`src/rtl/seg_prefetch_pkg.sv`:
```
package seg_prefetch_pkg;

    localparam int SEG_W  = 16;
    localparam int OFF_W  = 16;
    localparam int PHYS_W = 20;
    localparam int BYTE_W = 8;

    typedef enum logic [1:0] {
        SEL_DATA  = 2'd0,
        SEL_STACK = 2'd1,
        SEL_EXTRA = 2'd2,
        SEL_CODE  = 2'd3
    } seg_sel_e;

    typedef struct packed {
        logic [SEG_W-1:0] seg;
        logic [OFF_W-1:0] off;
    } far_ptr_t;

    // segment * 16 + offset, carry beyond the top bit dropped
    function automatic logic [PHYS_W-1:0] to_phys(input far_ptr_t p);
        logic [PHYS_W-1:0] base;
        logic [PHYS_W-1:0] ext;
        base = {p.seg, 4'b0000};
        ext  = {{(PHYS_W-OFF_W){1'b0}}, p.off};
        return base + ext;
    endfunction

endpackage

```
`src/rtl/seg_addr_gen.sv`:
```
module seg_addr_gen
    import seg_prefetch_pkg::*;
(
    input  far_ptr_t            ptr_i,
    output logic [PHYS_W-1:0]   phys_o
);
    always_comb phys_o = to_phys(ptr_i);
endmodule

```
`src/rtl/prefetch_queue.sv`:
```
module prefetch_queue #(
    parameter int DEPTH = 6,
    parameter int WIDTH = 8,
    localparam int PTR_W = (DEPTH > 1) ? $clog2(DEPTH) : 1,
    localparam int CNT_W = $clog2(DEPTH + 1)
) (
    input  logic             clk,
    input  logic             rst,
    input  logic             clear_i,
    input  logic             push_i,
    input  logic [WIDTH-1:0] push_data_i,
    input  logic             pop_i,
    output logic [WIDTH-1:0] head_o,
    output logic [CNT_W-1:0] count_o,
    output logic             empty_o,
    output logic             full_o
);
    logic [WIDTH-1:0] slots_q [DEPTH];
    logic [PTR_W-1:0] rd_q, wr_q;
    logic [CNT_W-1:0] cnt_q;
    logic             do_push, do_pop;

    function automatic logic [PTR_W-1:0] step(input logic [PTR_W-1:0] p);
        return (p == PTR_W'(DEPTH - 1)) ? '0 : p + PTR_W'(1);
    endfunction

    assign empty_o = (cnt_q == '0);
    assign full_o  = (cnt_q == CNT_W'(DEPTH));
    assign do_push = push_i && !full_o && !clear_i;
    assign do_pop  = pop_i && !empty_o && !clear_i;
    assign head_o  = slots_q[rd_q];
    assign count_o = cnt_q;

    always_ff @(posedge clk) begin
        if (rst || clear_i) begin
            rd_q  <= '0;
            wr_q  <= '0;
            cnt_q <= '0;
        end else begin
            if (do_push) wr_q <= step(wr_q);
            if (do_pop)  rd_q <= step(rd_q);
            case ({do_push, do_pop})
                2'b10:   cnt_q <= cnt_q + CNT_W'(1);
                2'b01:   cnt_q <= cnt_q - CNT_W'(1);
                default: cnt_q <= cnt_q;
            endcase
        end
    end

    always_ff @(posedge clk) begin
        if (do_push) slots_q[wr_q] <= push_data_i;
    end
endmodule

```
`src/rtl/fetch_sequencer.sv`:
```
module fetch_sequencer
    import seg_prefetch_pkg::*;
#(
    parameter logic [SEG_W-1:0] RESET_SEG = 16'hFFFF,
    parameter logic [OFF_W-1:0] RESET_OFF = 16'h0000
) (
    input  logic     clk,
    input  logic     rst,
    input  logic     flush_i,
    input  far_ptr_t flush_ptr_i,
    input  logic     room_i,
    input  logic     ready_i,
    output logic     req_o,
    output logic     accept_o,
    output far_ptr_t ptr_o
);
    far_ptr_t ptr_q;

    assign req_o    = room_i;
    assign accept_o = req_o && ready_i && !flush_i;
    assign ptr_o    = ptr_q;

    always_ff @(posedge clk) begin
        if (rst) begin
            ptr_q.seg <= RESET_SEG;
            ptr_q.off <= RESET_OFF;
        end else if (flush_i) begin
            ptr_q <= flush_ptr_i;
        end else if (accept_o) begin
            ptr_q.off <= ptr_q.off + OFF_W'(1);
        end
    end
endmodule

```
`src/rtl/seg_prefetch_unit.sv`:
```
module seg_prefetch_unit
    import seg_prefetch_pkg::*;
#(
    parameter int DEPTH = 6,
    parameter logic [15:0] RESET_SEG = 16'hFFFF,
    parameter logic [15:0] RESET_OFF = 16'h0000,
    localparam int CNT_W = $clog2(DEPTH + 1)
) (
    input  logic              clk,
    input  logic              rst,
    input  logic              flush_i,
    input  logic [15:0]       flush_seg_i,
    input  logic [15:0]       flush_off_i,
    output logic              mem_req_o,
    output logic [19:0]       mem_addr_o,
    input  logic              mem_ready_i,
    input  logic [7:0]        mem_data_i,
    input  logic              pop_i,
    output logic [7:0]        q_data_o,
    output logic              q_empty_o,
    output logic              q_full_o,
    output logic [CNT_W-1:0]  q_count_o,
    output logic [15:0]       fetch_cs_o,
    output logic [15:0]       fetch_ip_o,
    input  logic [15:0]       ds_i,
    input  logic [15:0]       ss_i,
    input  logic [15:0]       es_i,
    input  logic [1:0]        data_sel_i,
    input  logic [15:0]       data_off_i,
    output logic [19:0]       data_addr_o
);
    far_ptr_t flush_ptr, code_ptr, data_ptr;
    logic     accept;

    assign flush_ptr.seg = flush_seg_i;
    assign flush_ptr.off = flush_off_i;

    fetch_sequencer #(
        .RESET_SEG (RESET_SEG),
        .RESET_OFF (RESET_OFF)
    ) u_seq (
        .clk         (clk),
        .rst         (rst),
        .flush_i     (flush_i),
        .flush_ptr_i (flush_ptr),
        .room_i      (!q_full_o),
        .ready_i     (mem_ready_i),
        .req_o       (mem_req_o),
        .accept_o    (accept),
        .ptr_o       (code_ptr)
    );

    prefetch_queue #(
        .DEPTH (DEPTH),
        .WIDTH (BYTE_W)
    ) u_queue (
        .clk         (clk),
        .rst         (rst),
        .clear_i     (flush_i),
        .push_i      (accept),
        .push_data_i (mem_data_i),
        .pop_i       (pop_i),
        .head_o      (q_data_o),
        .count_o     (q_count_o),
        .empty_o     (q_empty_o),
        .full_o      (q_full_o)
    );

    seg_addr_gen u_code_addr (
        .ptr_i  (code_ptr),
        .phys_o (mem_addr_o)
    );

    always_comb begin
        data_ptr.off = data_off_i;
        unique case (seg_sel_e'(data_sel_i))
            SEL_DATA:  data_ptr.seg = ds_i;
            SEL_STACK: data_ptr.seg = ss_i;
            SEL_EXTRA: data_ptr.seg = es_i;
            default:   data_ptr.seg = code_ptr.seg;
        endcase
    end

    seg_addr_gen u_data_addr (
        .ptr_i  (data_ptr),
        .phys_o (data_addr_o)
    );

    assign fetch_cs_o = code_ptr.seg;
    assign fetch_ip_o = code_ptr.off;
endmodule

```
`config.mk`:
```
export PLATFORM = sky130hd
export DESIGN_NAME = seg_prefetch_unit
export DESIGN_NICKNAME = d
export VERILOG_FILES = /design/src/rtl/seg_prefetch_pkg.sv /design/src/rtl/seg_addr_gen.sv /design/src/rtl/prefetch_queue.sv /design/src/rtl/fetch_sequencer.sv /design/src/rtl/seg_prefetch_unit.sv
export SDC_FILE = /design/constraint.sdc
export NUM_CORES = 1
export LEC_CHECK = 0
export ABC_CLOCK_PERIOD_IN_PS = 10570
export BUFFER_PORTS_ARGS = -buffer_cell sky130_fd_sc_hd__buf_4
export CAP_MARGIN = 20
export CORE_UTILIZATION = 54
export DETAILED_ROUTE_END_ITERATION = 16
export PLACE_DENSITY = 0.9
export SLEW_MARGIN = 10
export SYNTH_ARGS = -nofsm -noshare
export SYNTH_HDL_FRONTEND = slang
export SYNTH_SLANG_ARGS = --single-unit
```
`constraint.sdc`:
```
create_clock -name clk -period 10.57 [get_ports clk]
set_input_delay 0.5285 -clock clk [delete_from_list [all_inputs] [get_ports clk]]
set_output_delay 0.5285 -clock clk [all_outputs]
set_load 0.02 [all_outputs]
```
==> summary.md <==
| Metric | Value |
|---|---|
| Status | `finished with violations` |
| Failing checks | `DRC` |
| Die ar. | `0.0104 mm^2` |
| Routed len/inst | `18.1 um` |
| WL final | `14,700 um` |
| Critical path peak fanout | `16` |
| Pwr dens | `138 mW/mm^2` |
| Cell mode on critical path | `buf_4` |
| DP Worst Slack | `6440 ps` |
| DR pass1 iterations | `11` |
| Setup TNS Final | `0 ps` |
| Leak | `2.98 nW` |
| Reg clk slew, reported paths | `100 ps` |
| Drt drc | `1` |
| Comb pwr share | `33.4%` |
| Slew of the pin with the lowest slew margin | `1030 ps` |
| Post-route ant nets | `0` |
| Initial DRC Count | `253` |
| CTS root buffer | `clkbuf_8` |
| Starting density of the core | `55.3%` |
| Cells along the critical path | `buf_4, mux4_2, ha_1, fa_1, a21o_1, a311o_1, a221oi_1, a211oi_1, xor2_1, buf_4` |
| Relative slew slack | `31.5%` |
| Dpl cell area | `0.00686 mm^2` |
| # port buffers | `188` |
| # fillers | `716` |
| Critical Path Start | `data_sel_i[0]` |
| CP Class | `input pin to output pin` |
| DP Wirelength | `11,500 um` |
| Worst Path Required | `10,040 ps` |
| Clock Power Share | `25.5%` |
| Post-synthesis cell count | `499` |
| Final count of hold timing violations | `0` |
| EDFF count, synth | `48` |
| Row cnt | `36` |
| Final #Nets | `817` |
| Fmax | `0.242 GHz` |
| Critical path's slowest cell | `mux4_2` |
| Post-route setup slack | `6440 ps` |
| CTS Buf Count | `9` |
| Yosys top cell area share | `26.8%` |
| Hold wc startpoint | `mem_data_i[1]` |
| First-pass GRT wire length | `22,300 um` |
| Post-synth net total | `640` |
| Psw | `0.000324 W` |
| Layout cell share with drive strength beyond 1 | `34.9%` |
| Arrival time at the worst endpoint | `3600 ps` |
| Post-Syn Area | `0.00538 mm^2` |
| CTS tree | `yes` |
| Delay-heaviest family, CP | `compound AO/OA/AOI/OAI gates` |
| Core ar. | `0.00973 mm^2` |
| FF/Latch Area | `0.00232 mm^2` |
| Multi-input logic area | `0.00287 mm^2` |
| GPL Wtd Cong | `0.944` |
| VDD IR max | `0.0895 mV` |
| Hold Buf Count CTS | `0` |
| Sequential Power Share | `41.1%` |
| Buffer and inverter count on the worst path | `2` |
| Post-CTS sizing | `0` |
| Tcrit/Tclk final | `39.1%` |
| Max-Cap Viols | `0` |
| Sink Count | `92` |
| Deepest clock path buffer count | `2` |
| Chip width | `102 um` |
| H-tree Lvls | `3` |
| Sequential share of the synthesized area | `43.1%` |
| Post-synthesis async set-or-reset flop share | `0%` |
| I/O pins | `197` |
| Switching part of the total power | `33.2%` |
| N_diodes | `0` |
| Setup Viol. Count Final | `0` |
| Pint | `0.000650 W` |
| Finished Cell Area | `0.00707 mm^2` |
| Largest area contributor in the netlist | `edfxtp_1` |
| Total GRT Usage | `28.3%` |
| Yosys reg bits | `92` |
| Main synth FF type | `edfxtp_1` |
| Synth top area cells | `edfxtp_1 27%, dfxtp_1 16%, mux4_2 10%` |
| Synthesis warning total | `0` |
| Synthesis-to-finish area growth | `31.3%` |
| Vias per cell | `5.90` |
| Hold WC Path Type | `input pin to flip-flop` |
| Post-CTS Setup Bufs | `0` |
| Fin. max-slew vios | `0` |
| Worst path max stage delay | `550 ps` |
| Initial antenna violation count | `0` |
| Grt ovf | `0` |
| Unrepaired setup endpoints after global routing | `false` |
| Fin crit period | `4130 ps` |
| Largest net degree at the start of global routing | `28` |
| Mean area per synthesized cell | `10.8 um^2` |
| Via count | `4,806` |
| Vias in the first global route | `4,609` |
| CP Capture Type | `output pin` |
| Worst skew pair latency | `370 ps` |
| Worst R2R Start | `u_queue.count_o[1]$_SDFFE_PP0P_` |
| Worst setup SP type | `input pin` |
| Die H | `102 um` |
| Clock Skews | `11.8 ps` |
| Yosys cell types | `52` |
| FF-to-FF setup slack | `8110 ps` |
==> worst reg2reg max path, stage by stage, from the launching register on <==
cell     delay (ps)
dfxtp_1         460
nor3_1           90
nor3b_1         480
ha_1            290
inv_1            70
fa_1            380
xor2_1          160
or3_1           320
a21oi_1         140
==> per-stage QoR <==
step           power [W]  instances  util [%]  hold WS (ps)
2_1_floorplan   0.000598        499         -           454
3_5_place_dp    0.000731        798      70.5           485
3_3_place_gp    0.000721        798      70.5           475
5_1_grt          0.00101        814      72.6           362
6_report        0.000973        814      72.6           371
4_1_cts         0.000974        814      72.6           366
==> routing by layer <==
layer	routed length, um	part of all wire, %	track usage [%]
met3	1160	7.9	5.68
met2	7300	50	49.3
met4	630	4.3	14.4
met1	5650	38	33.4
met5	0	0	0
==> worst paths after layout <==
| path | end | cells after the start |
|---|---|---|
| worst max register to register | u_queue.count_o[2]$_SDFFE_PP0P_ | 8 |
| worst min-delay path | u_queue.slots_q[5][1]$_DFFE_PP_ | 1 |
| worst max-delay path | data_addr_o[18] | 10 |
| worst min register to register | flip-flop | 2 |
==> logic make-up (layout without fill, tap and decap cells) <==
logic type                 after synthesis  in the layout  share of synthesized area [%]
buffers and inverters                   40            222                           3.53
adders and majority gates               30             30                           7.39
muxes                                   47             47                           14.3
DFF                                     92             92                           43.1
AOI/OAI and AO/OA                      102            102                           11.8
xor gates and xnor gates                41             41                           6.67
and+or+nand+nor                        147            147                           13.2
==> power groups by stage <==
| stage | registers (W) | clock network, W | logic [W] |
|---|---|---|---|
| 3_3_place_gp | 0.000407 | 0 | 0.000314 |
| 6_report | 0.000400 | 0.000248 | 0.000325 |
| 4_1_cts | 0.000400 | 0.000251 | 0.000324 |
| 3_5_place_dp | 0.000408 | 0 | 0.000322 |
| 2_1_floorplan | 0.000413 | 0 | 0.000185 |
| 5_1_grt | 0.000402 | 0.000265 | 0.000347 |
==> cells in the mapped netlist (all sizes together) (2+ instances only) <==
library cell,n
or4,2
a31oi,4
nor3b,2
clkbuf,13
o21bai,2
mux2i,23
nand2,51
xnor2,21
nor4,3
o21ai,16
a211oi,8
a21o,10
mux4,24
a2111oi,2
nand2b,4
nor2b,3
dfxtp,44
o211ai,5
nor3,10
nor4b,2
and3,3
edfxtp,48
a21oi,42
or3,5
o2111ai,2
a311oi,4
buf,13
inv,13
nand3,13
fa,3
nor2,37
ha,27
nand3b,2
xor2,20
nand4,7
==> area by class of cell <==
class / instances / share of cell area [%]
timing repair buffer: 192 / 20.4
clock buffer: 9 / 1.75
multi-input combinational: 367 / 40.6
tap: 133 / 2.35
inverter: 14 / 0.779
clock inverter: 7 / 1.22
sequential: 92 / 32.9
==> cell usage in the layout, fill, tap and decap left out, drive strengths merged, types with 18 or more instances in the layout <==
cell and instances:
buf 192, nand2 51, edfxtp 48, dfxtp 44, a21oi 42, nor2 37
ha 27, mux4 24, mux2i 23, xnor2 21, xor2 20, inv 18
==> sequential cells by signal (all words and copies together) (netlist names), named ones only <==
name,flops
u_queue.count_o,3
u_queue.slots_q,48
u_seq.ptr_o,32
u_queue.wr_q,3
u_queue.rd_q,3
Power figures use the tool's default switching activity.
